--- src/rtl/intc_pkg.sv ---
package intc_pkg;
  typedef enum logic [1:0] {
    REG_ENABLE,
    REG_LEVEL,
    REG_ROUTE,
    REG_NONE
  } reg_kind_e;

  localparam int unsigned WORD_ENABLE = 0;
  localparam int unsigned WORD_LEVEL  = 1;
  localparam int unsigned WORD_ROUTE0 = 2;
endpackage

--- src/rtl/intc_sync.sv ---
module intc_sync #(
  parameter int unsigned WIDTH = 32
) (
  input  logic             clk_i,
  input  logic             rst_ni,
  input  logic [WIDTH-1:0] d_i,
  output logic [WIDTH-1:0] q_o
);
  logic [WIDTH-1:0] meta_q, sync_q;

  always_ff @(posedge clk_i or negedge rst_ni) begin
    if (!rst_ni) begin
      meta_q <= '0;
      sync_q <= '0;
    end else begin
      meta_q <= d_i;
      sync_q <= meta_q;
    end
  end

  assign q_o = sync_q;

  // cycles since reset, for the lag check only
  logic [1:0] warm_q;
  always_ff @(posedge clk_i or negedge rst_ni) begin
    if (!rst_ni) warm_q <= 2'd0;
    else if (warm_q != 2'd2) warm_q <= warm_q + 2'd1;
  end

  p_two_stage_lag_r8: assert property (@(posedge clk_i) disable iff (!rst_ni)
    (warm_q == 2'd2) |-> (q_o == $past(d_i, 2)));
endmodule

--- src/rtl/intc_regs.sv ---
module intc_regs
  import intc_pkg::*;
#(
  parameter int unsigned NUM_SRC = 32,
  parameter int unsigned SEL_W   = 4,
  parameter int unsigned DATA_W  = 32,
  parameter int unsigned ADDR_W  = 8
) (
  input  logic                     clk_i,
  input  logic                     rst_ni,
  input  logic                     wr_en_i,
  input  logic [ADDR_W-1:0]        addr_i,
  input  logic [DATA_W-1:0]        wdata_i,
  input  logic [NUM_SRC-1:0]       level_i,
  output logic [DATA_W-1:0]        rdata_o,
  output logic [NUM_SRC-1:0]       enable_o,
  output logic [NUM_SRC*SEL_W-1:0] route_o
);
  localparam int unsigned SRC_PER_REG = DATA_W / SEL_W;
  localparam int unsigned NUM_ROUTE   = NUM_SRC / SRC_PER_REG;
  localparam int unsigned RIDX_W      = (NUM_ROUTE > 1) ? $clog2(NUM_ROUTE) : 1;
  localparam int unsigned WORD_W      = ADDR_W - 2;

  logic [NUM_SRC-1:0]                enable_q;
  logic [NUM_ROUTE-1:0][DATA_W-1:0]  route_q;
  logic [WORD_W-1:0]                 word_idx;
  logic [RIDX_W-1:0]                 ridx;
  reg_kind_e                         kind;

  assign word_idx = addr_i[ADDR_W-1:2];
  assign ridx     = RIDX_W'(word_idx - WORD_W'(WORD_ROUTE0));

  always_comb begin
    if (addr_i[1:0] != 2'b00)                          kind = REG_NONE;
    else if (word_idx == WORD_W'(WORD_ENABLE))         kind = REG_ENABLE;
    else if (word_idx == WORD_W'(WORD_LEVEL))          kind = REG_LEVEL;
    else if (word_idx >= WORD_W'(WORD_ROUTE0) &&
             word_idx <  WORD_W'(WORD_ROUTE0 + NUM_ROUTE)) kind = REG_ROUTE;
    else                                               kind = REG_NONE;
  end

  always_ff @(posedge clk_i or negedge rst_ni) begin
    if (!rst_ni) begin
      enable_q <= '0;
      route_q  <= '0;
    end else if (wr_en_i) begin
      case (kind)
        REG_ENABLE: enable_q     <= wdata_i[NUM_SRC-1:0];
        REG_ROUTE:  route_q[ridx] <= wdata_i;
        default: ;
      endcase
    end
  end

  always_comb begin
    rdata_o = '0;
    case (kind)
      REG_ENABLE: rdata_o[NUM_SRC-1:0] = enable_q;
      REG_LEVEL:  rdata_o[NUM_SRC-1:0] = level_i;
      REG_ROUTE:  rdata_o = route_q[ridx];
      default: ;
    endcase
  end

  assign enable_o = enable_q;

  // reversed bank: last word carries the lowest sources
  for (genvar s = 0; s < NUM_SRC; s++) begin : g_field
    assign route_o[s*SEL_W +: SEL_W] =
      route_q[NUM_ROUTE-1-(s/SRC_PER_REG)][(s%SRC_PER_REG)*SEL_W +: SEL_W];
  end

  p_enable_write_r2: assert property (@(posedge clk_i) disable iff (!rst_ni)
    (wr_en_i && addr_i == ADDR_W'(0)) |=> (enable_o == $past(wdata_i[NUM_SRC-1:0])));

  p_level_readonly_r3: assert property (@(posedge clk_i) disable iff (!rst_ni)
    (wr_en_i && addr_i == ADDR_W'(4)) |=> ($stable(enable_q) && $stable(route_q)));

  p_unmapped_write_r9: assert property (@(posedge clk_i) disable iff (!rst_ni)
    (wr_en_i && kind == REG_NONE) |=> ($stable(enable_q) && $stable(route_q)));
endmodule

--- src/rtl/intc_router.sv ---
module intc_router #(
  parameter int unsigned NUM_SRC  = 32,
  parameter int unsigned NUM_LINE = 8,
  parameter int unsigned SEL_W    = 4
) (
  input  logic [NUM_SRC-1:0]       pending_i,
  input  logic [NUM_SRC*SEL_W-1:0] route_i,
  output logic [NUM_LINE-1:0]      line_o
);
  always_comb begin
    line_o = '0;
    for (int k = 0; k < NUM_LINE; k++) begin
      for (int s = 0; s < NUM_SRC; s++) begin
        if (pending_i[s] && route_i[s*SEL_W +: SEL_W] == SEL_W'(k))
          line_o[k] = 1'b1;
      end
    end
  end
endmodule

--- src/rtl/route_intc.sv ---
module route_intc #(
  parameter int unsigned NUM_SRC  = 32,
  parameter int unsigned NUM_LINE = 8,
  parameter int unsigned SEL_W    = 4,
  parameter int unsigned DATA_W   = 32,
  parameter int unsigned ADDR_W   = 8
) (
  input  logic                clk_i,
  input  logic                rst_ni,
  input  logic [NUM_SRC-1:0]  irq_i,
  input  logic                wr_en_i,
  input  logic [ADDR_W-1:0]   addr_i,
  input  logic [DATA_W-1:0]   wdata_i,
  output logic [DATA_W-1:0]   rdata_o,
  output logic [NUM_LINE-1:0] cpu_irq_o
);
  logic [NUM_SRC-1:0]       level;
  logic [NUM_SRC-1:0]       enable;
  logic [NUM_SRC*SEL_W-1:0] route;
  logic [NUM_SRC-1:0]       pending;

  intc_sync #(.WIDTH(NUM_SRC)) i_sync (
    .clk_i  (clk_i),
    .rst_ni (rst_ni),
    .d_i    (irq_i),
    .q_o    (level)
  );

  intc_regs #(
    .NUM_SRC (NUM_SRC),
    .SEL_W   (SEL_W),
    .DATA_W  (DATA_W),
    .ADDR_W  (ADDR_W)
  ) i_regs (
    .clk_i    (clk_i),
    .rst_ni   (rst_ni),
    .wr_en_i  (wr_en_i),
    .addr_i   (addr_i),
    .wdata_i  (wdata_i),
    .level_i  (level),
    .rdata_o  (rdata_o),
    .enable_o (enable),
    .route_o  (route)
  );

  assign pending = enable & level;

  intc_router #(
    .NUM_SRC  (NUM_SRC),
    .NUM_LINE (NUM_LINE),
    .SEL_W    (SEL_W)
  ) i_router (
    .pending_i (pending),
    .route_i   (route),
    .line_o    (cpu_irq_o)
  );

  p_quiet_no_pending_r5: assert property (@(posedge clk_i) disable iff (!rst_ni)
    (pending == '0) |-> (cpu_irq_o == '0));

  p_lines_bounded_r6: assert property (@(posedge clk_i) disable iff (!rst_ni)
    $countones(cpu_irq_o) <= $countones(pending));
endmodule

--- config.mk ---
export PLATFORM = sky130hd
export DESIGN_NAME = route_intc
export DESIGN_NICKNAME = d
export VERILOG_FILES = /design/src/rtl/intc_pkg.sv /design/src/rtl/intc_sync.sv /design/src/rtl/intc_regs.sv /design/src/rtl/intc_router.sv /design/src/rtl/route_intc.sv
export SDC_FILE = /design/constraint.sdc
export NUM_CORES = 1
export LEC_CHECK = 0
export CORE_ASPECT_RATIO = 0.7
export CORE_MARGIN = 2
export CORE_UTILIZATION = 35
export CTS_CLUSTER_DIAMETER = 120
export DETAILED_ROUTE_END_ITERATION = 7
export REMOVE_ABC_BUFFERS = 1
export SYNTH_ARGS = -nofsm -noshare
export SYNTH_HDL_FRONTEND = slang
export SYNTH_SLANG_ARGS = --single-unit
export TNS_END_PERCENT = 100
--- constraint.sdc ---
create_clock -name clk_i -period 4.8 [get_ports clk_i]
set_input_delay 1.44 -clock clk_i [delete_from_list [all_inputs] [get_ports clk_i]]
set_output_delay 1.44 -clock clk_i [all_outputs]
set_load 0.01 [all_outputs]
==> metrics.md, run 1 <==
| Metric | Value |
|---|---|
| Final setup violation count | 0 |
| Worst slew margin | 0.401 |
| Peak supply drop | 0.252 mV |
| Top delay family on crit path | simple AND/OR/NAND/NOR gates |
| Vias/cell | 6.10 |
| Num CTS Buffers | 24 |
| WL met1 | 22900 um |
| CP Capture Type | primary output |
| DR iter-0 viols | 1141 |
| Status | completed |
| Max Fclk | 212 MHz |
| Drt drc | 0 |
| CP arrival | 3.28 ns |
| Share of Yosys cell area claimed by the top area cell type | 0.474 |
| Ports | 115 |
| Count leader, synth | dfrtp_1 |
| R2R Path Start | i_regs.enable_o[30] |
| Synth warn | 0 |
| Clk buf depth | 3 |
| Aggregate global routing overflow | 0 |
| Final setup TNS | 0 ns |
| Core ar. | 0.0334 mm2 |
| Final worst-path cycle share | 0.984 |
| Top_reg_cell synth | dfrtp_1 |
| Worst hold path class | register to register |
| Critical Path RT | 3.36 ns |
| Post-synth top cells | dfrtp_1 (224), mux2_2 (123), nor3_1 (58) |
| H-tree levels | 1 |
| Total track usage | 0.276 |
| Cells after synthesis | 983 |
| Clock transition at path regs | 0.06 ns |
| CTS Hold Bufs | 0 |
| Die W | 224 um |
| DP Area | 0.0140 mm2 |
| Nets | 1232 |
| Netlist Area Pre-Place | 0.0118 mm2 |
| Seq/Total Area, Yosys | 0.474 |
| CP Buf/Inv Count | 3 |
| Drt wl/cell | 30.0 um |
| DR vias | 9810 |
| Startpoint Class | input port |
| Hold_sp | i_sync.meta_q[21] |
| Final core occ | 0.446 |
| First-pass GRT wire length | 69200 um |
| Worst-skew pair later-pin latency | 0.53 ns |
| Die area | 0.0353 mm2 |
| Met2 Wirelength | 19400 um |
| CP Max Fanout | 16 |
| Routability cong. | 1.02 |
| Antenna-violating nets left | 0 |
| CTS tree | built |
| Antenna diodes | 0 |
| Post-synth EDFFs | 0 |
| Rows | 56 |
| Number of fill cells | 3131 |
| RSZ-0062 raised after global routing | yes |
| Hold EP | i_sync.q_o[21] |
| Reg2reg end | i_regs.enable_o[30] |
| Root buffer cell | clkbuf_16 |
| MaxCap Viol Count | 0 |
| Post-synth top area cell | dfrtp_1 |
| Number of library cell types mapped by synthesis | 57 |
| Initial Util | 0.354 |
| Slowest CP cell | or4_4 |
| PortBufs | 114 |
| Die Ht | 158 um |
| Worst slew pin tran | 0.886 ns |
| PwrDens | 308 mW/mm2 |
| Post-DP HPWL | 37100 um |
| Leakage power | 6.28 nW |
| R2r setup slk | 3.72 ns |
| Worst Skew | 0.00464 ns |
| Antenna violations before repair | 5 |
| Post-Layout Inst Area | 0.0149 mm2 |
| Syn_area_per_cell | 12.0 um2 |
| WL final | 48200 um |
| Asr flop ratio synth | 1.00 |
| Post-layout min period | 4.72 ns |
| CP most frequent cell | dlygate4sd2_1 |
| Layout area overhead | 25.9% |
| Metal3 WL | 4960 um |
| # clock sinks | 224 |
| Pre-antenna DRT Iters | 5 |
| Synth area leaders | dfrtp_1 (47%), mux2_2 (12%), mux4_2 (6.1%), mux2_1 (3.1%), mux2i_1 (2.7%) |
| Cell chain of the critical path | dlygate4sd2_1, or4_4, or2_4, or3_4, buf_12, o2bb2ai_1, dlygate4sd2_1 |
| Reg2Reg Depth | 2 |
| Max stage delay on crit path | 0.41 ns |
| Hold WS | 0.348 ns |
| Critical Setup Path Class | input port to primary output |
| Hold path depth | 0 |
| Vias in the first global route | 9588 |
| Final Hold Viols | 0 |
| FF+latch count, synth | 224 |
| Top Layer Used | met5 |
| Max Slew Vio Count | 0 |
| Layout cells sized above 1 | 0.270 |
| Largest net degree at the start of global routing | 98 |
==> layout make-up <==
cell class | count | area [um2] | share of cell area
Clock buffer | 35 | 723 | 0.0486
Multi-Input combinational cell | 707 | 6060 | 0.408
Tap cell | 435 | 544 | 0.0366
Sequential cell | 224 | 5610 | 0.377
Timing Repair Buffer | 187 | 1780 | 0.120
Inverter | 13 | 48.8 | 0.00328
Clock inverter | 6 | 108 | 0.00724
==> flip-flops by register name (all words and copies together) (netlist names) <==
signal           count
i_sync.meta_q       32
i_sync.q_o          32
i_regs.route_o     128
i_regs.enable_o     32
==> logic make-up (layout without fill, tap and decap cells) <==
group                     after synthesis  in the layout  share of synthesized area
buffers and inverters                  52            241                     0.0207
muxes                                 219            219                      0.236
DFF                                   224            224                      0.474
and+or+nand+nor                       360            360                      0.187
xor gates and xnor gates                1              1                   0.000742
AOI/OAI and AO/OA                     127            127                     0.0818
==> per-layer routing <==
layer,global-route usage,vias to the layer above
met2,0.381,465
met5,0,-
met1,0.408,5054
met4,0.0625,4
li1,-,4224
met3,0.0974,63
==> worst reg2reg max path, cell delays in order (launching register included) <==
cell     delay, ns
dfrtp_1       0.48
buf_4         0.23
mux2_2        0.26
==> power by group <==
part,switching (W),internal (W)
Sequential,0.000146,0.00199
Clock,0.000784,0.00120
Combinational,0.000234,0.000240
Total,0.00116,0.00342
==> stage by stage <==
| step | instances | power (W) | setup WS, ns |
|---|---|---|---|
| 2_1_floorplan | 944 | 0.00230 | 0.0612 |
| 6_report | 1607 | 0.00459 | 0.0755 |
| 4_1_cts | 1607 | 0.00462 | 0.0266 |
| 5_1_grt | 1607 | 0.00476 | -0.00132 |
| 3_5_place_dp | 1564 | 0.00263 | -0.996 |
| 3_3_place_gp | 1564 | 0.00262 | -1.01 |
==> cell usage in the layout, fill, tap and decap left out, drive strengths merged, types with 5 or more instances in the layout <==
master	synthesis	final
nor2	56	56
clkdlybuf4s15	0	7
nand3	13	13
nand4bb	12	12
nor3	61	61
nand4	19	19
clkbuf	16	46
mux4	32	32
a2111oi	9	9
o32ai	13	13
inv	13	13
o22ai	29	29
nand4b	28	28
nand2b	37	37
mux2	155	155
mux2i	32	32
o21ai	10	10
dlygate4sd2	0	5
nor3b	13	13
nor2b	6	6
nand3b	6	6
nor4	26	26
dfrtp	224	224
and4b	5	5
a211oi	15	15
buf	23	89
nor4bb	5	5
clkdlybuf4s50	0	75
nor4b	9	9
nand2	40	40
o2bb2ai	20	20
or4	6	6
==> worst max-delay path by stage <==
stage / from / endpoint / cells past startpoint
detailed placement: addr_i[6] / rdata_o[28] / 9
global placement: addr_i[6] / rdata_o[28] / 9
CTS: addr_i[6] / rdata_o[28] / 9
floorplan: addr_i[6] / rdata_o[0] / 5
finish: addr_i[6] / rdata_o[31] / 7
global route: addr_i[6] / rdata_o[31] / 7
==> repair_timing <==
item / in CTS / in global routing
pin swaps: 12 / 4
setup buffers: 1 / 0
gates resized for setup: 98 / 28
endpoints found under the setup margin: 32 / 31
gates cloned: 1 / 0
Power figures use the tool's default switching activity.
==> inputs of run 2 (changes only) <==
--- a/config.mk
+++ b/config.mk
@@ -5,6 +5,7 @@
 export SDC_FILE = /design/constraint.sdc
 export NUM_CORES = 1
 export LEC_CHECK = 0
+export CAP_MARGIN = 20
 export CORE_ASPECT_RATIO = 0.7
 export CORE_MARGIN = 2
 export CORE_UTILIZATION = 35
==> results of run 2 <==
The final DEF is identical to that of run 1; final timing and power are the same.
==> inputs of run 3 (changes only) <==
--- a/config.mk
+++ b/config.mk
@@ -11,7 +11,6 @@
 export CORE_UTILIZATION = 35
 export CTS_CLUSTER_DIAMETER = 120
 export DETAILED_ROUTE_END_ITERATION = 7
-export REMOVE_ABC_BUFFERS = 1
 export SYNTH_ARGS = -nofsm -noshare
 export SYNTH_HDL_FRONTEND = slang
 export SYNTH_SLANG_ARGS = --single-unit
==> run 3 against run 2 <==
Worst hold slack worse by 0.0027 ns. Fmax is 1.1% lower. Final area is 0.32% higher. Largest cell class unchanged. Largest power group unchanged. Highest routed layer unchanged.
==> metrics.md, run 3 (synthesis gave the netlist of run 1 again) <==
| Metric | Value |
|---|---|
| CP Capture Type | primary output (unchanged) |
| Final setup violation count | 0 (unchanged) |
| Worst slew margin | 0.195 (was 0.401) |
| Number of fill cells | 3144 (was 3131) |
| Pre-antenna DRT Iters | 5 (unchanged) |
| First-pass GRT wire length | 73100 um (was 69200 um) |
| Drt wl/cell | 32.4 um (was 30.0 um) |
| Die W | 224 um (unchanged) |
| Final worst-path cycle share | 0.996 (was 0.984) |
| FF+latch area | 0.00561 mm2 (unchanged) |
| CP most frequent cell | buf_6 (was dlygate4sd2_1) |
| Commonest non-fill, non-tap cell in the layout | dfrtp_1 (unchanged) |
| Root buffer cell | clkbuf_16 (unchanged) |
| Total track usage | 0.296 (was 0.276) |
| Top delay family on crit path | simple AND/OR/NAND/NOR gates (unchanged) |
| Layout cells sized above 1 | 0.273 (was 0.270) |
| Slowest CP cell | or4_4 (unchanged) |
| Max Slew Vio Count | 0 (unchanged) |
| CTS tree | built (unchanged) |
| Most frequent cells in the layout | dfrtp_1 (224), mux2_2 (123), clkdlybuf4s50_1 (75) (unchanged) |
| # clock sinks | 224 (unchanged) |
| Largest register FFs | 128 (unchanged) |
| PwrDens | 315 mW/mm2 (was 308 mW/mm2) |
| Final setup margin | 0.0208 ns (was 0.0755 ns) |
| Max Fclk | 209 MHz (was 212 MHz) |
| WL final | 51700 um (was 48200 um) |
| R2R Path Start | i_regs.route_o[110] (was i_regs.enable_o[30]) |
| Hold_sp | i_sync.meta_q[1] (was i_sync.meta_q[21]) |
| Final core occ | 0.447 (was 0.446) |
| RSZ-0062 raised after global routing | yes (unchanged) |
| Num CTS Buffers | 24 (unchanged) |
| DR iter-0 viols | 1119 (was 1141) |
| Vias/cell | 6.20 (was 6.10) |
| Vias in the first global route | 9685 (was 9588) |
| Critical Setup Path Class | input port to primary output (unchanged) |
| Pre-CTS setup slack | -0.861 ns (was -0.996 ns) |
| CP arrival | 3.34 ns (was 3.28 ns) |
| Die Ht | 158 um (unchanged) |
| Routability cong. | 0.998 (was 1.02) |
| Reg2reg end | i_regs.route_o[110] (was i_regs.enable_o[30]) |
| Drt drc | 0 (unchanged) |
| Aggregate global routing overflow | 0 (unchanged) |
| R2r setup slk | 3.69 ns (was 3.72 ns) |
| Worst slew pin tran | 1.19 ns (was 0.886 ns) |
| Ports | 115 (unchanged) |
| Hold EP | i_sync.q_o[1] (was i_sync.q_o[21]) |
| Design Power | 0.00470 W (was 0.00459 W) |
| Antenna violations before repair | 2 (was 5) |
| Hold path depth | 0 (unchanged) |
| Largest net degree at the start of global routing | 103 (was 98) |
| Core ar. | 0.0334 mm2 (unchanged) |
| Clk buf depth | 3 (unchanged) |
| Antenna diodes | 0 (unchanged) |
| Post-layout min period | 4.78 ns (was 4.72 ns) |
| Peak supply drop | 0.221 mV (was 0.252 mV) |
| Critical Path RT | 3.36 ns (about the same) |
| Max stage delay on crit path | 0.52 ns (was 0.41 ns) |
| Initial Util | 0.354 (unchanged) |
| Reg2Reg Depth | 2 (unchanged) |
| Die area | 0.0353 mm2 (unchanged) |
| Worst hold path class | register to register (unchanged) |
| CTS Hold Bufs | 0 (unchanged) |
| H-tree levels | 1 (unchanged) |
| Post-DP HPWL | 39900 um (was 37100 um) |
| Nets | 1224 (was 1232) |
| Hold WS | 0.345 ns (was 0.348 ns) |
| Startpoint Class | input port (unchanged) |
| Worst-skew pair later-pin latency | 0.56 ns (was 0.53 ns) |
| Final setup TNS | 0 ns (unchanged) |
| Worst Skew | 0.0263 ns (was 0.00464 ns) |
| Final Hold Viols | 0 (unchanged) |
| CP Max Fanout | 5 (was 16) |
| Synthesized Nets | 1058 |
| MaxCap Viol Count | 0 (unchanged) |
| Cell chain of the critical path | buf_6, or4_4, or2_4, or3_4, buf_12, buf_16, buf_6, o2bb2ai_4, buf_6 (was dlygate4sd2_1, or4_4, or2_4, or3_4, buf_12, o2bb2ai_1, dlygate4sd2_1) |
| CP Buf/Inv Count | 5 (was 3) |
| PortBufs | 114 (unchanged) |
| Layout area overhead | 26.3% (was 25.9%) |
| Status | completed (unchanged) |
| Clock transition at path regs | 0.06 ns (about the same) |
| Antenna-violating nets left | 0 (unchanged) |
| Area occupied by multi-input gates | 0.00609 mm2 (was 0.00606 mm2) |
| DR vias | 9920 (was 9810) |
| Leakage power | 6.32 nW (was 6.28 nW) |
| Rows | 56 (unchanged) |
-- run 3: cell type report --
type	instances	area share
Tap cell	435	0.0365
Inverter	13	0.00327
Clock inverter	7	0.0115
Multi-Input combinational cell	707	0.408
Sequential cell	224	0.376
Timing Repair Buffer	179	0.117
Clock buffer	34	0.0475
-- run 3: timing repair --
item                                    4_1_cts  5_1_grt
endpoints found under the setup margin       34       17
hold endpoints to repair                      0        0
gates resized for setup                     166        4
gates cloned                                  3        0
setup buffers                                 7        0
pin swaps                                     5        2
-- run 3: power breakdown --
part / internal, W / switching, W / leakage, nW
registers: 0.00199 / 0.000158 / 2.93
logic: 0.000230 / 0.000235 / 2.96
clock network: 0.00129 / 0.000797 / 0.431
-- run 3: through the flow --
step           area [um2]  cells
6_report            14900   1599
3_3_place_gp        13900   1548
5_1_grt             14900   1599
2_1_floorplan       11800    983
3_5_place_dp        13900   1548
4_1_cts             14900   1599
-- run 3: worst max-delay path by stage --
stage          startpoint           to  slack [ns]  depth (start not counted)
2_1_floorplan   addr_i[6]  rdata_o[15]        0.21                          6
3_3_place_gp    addr_i[6]  rdata_o[19]       -0.86                          7
3_5_place_dp    addr_i[6]  rdata_o[19]       -0.86                          7
4_1_cts         addr_i[0]  rdata_o[30]       -0.03                          9
5_1_grt         addr_i[0]  rdata_o[30]       -0.01                          9
6_report        addr_i[0]  rdata_o[30]        0.02                          9
-- run 3: routing by layer --
metal  up-vias  track usage  routed length (um)
met5         -            0                  13
met2       453        0.426               21100
met3        72       0.0750                4420
li1       4215            -                   -
met4         2       0.0651                1300
met1      5178        0.446               24900
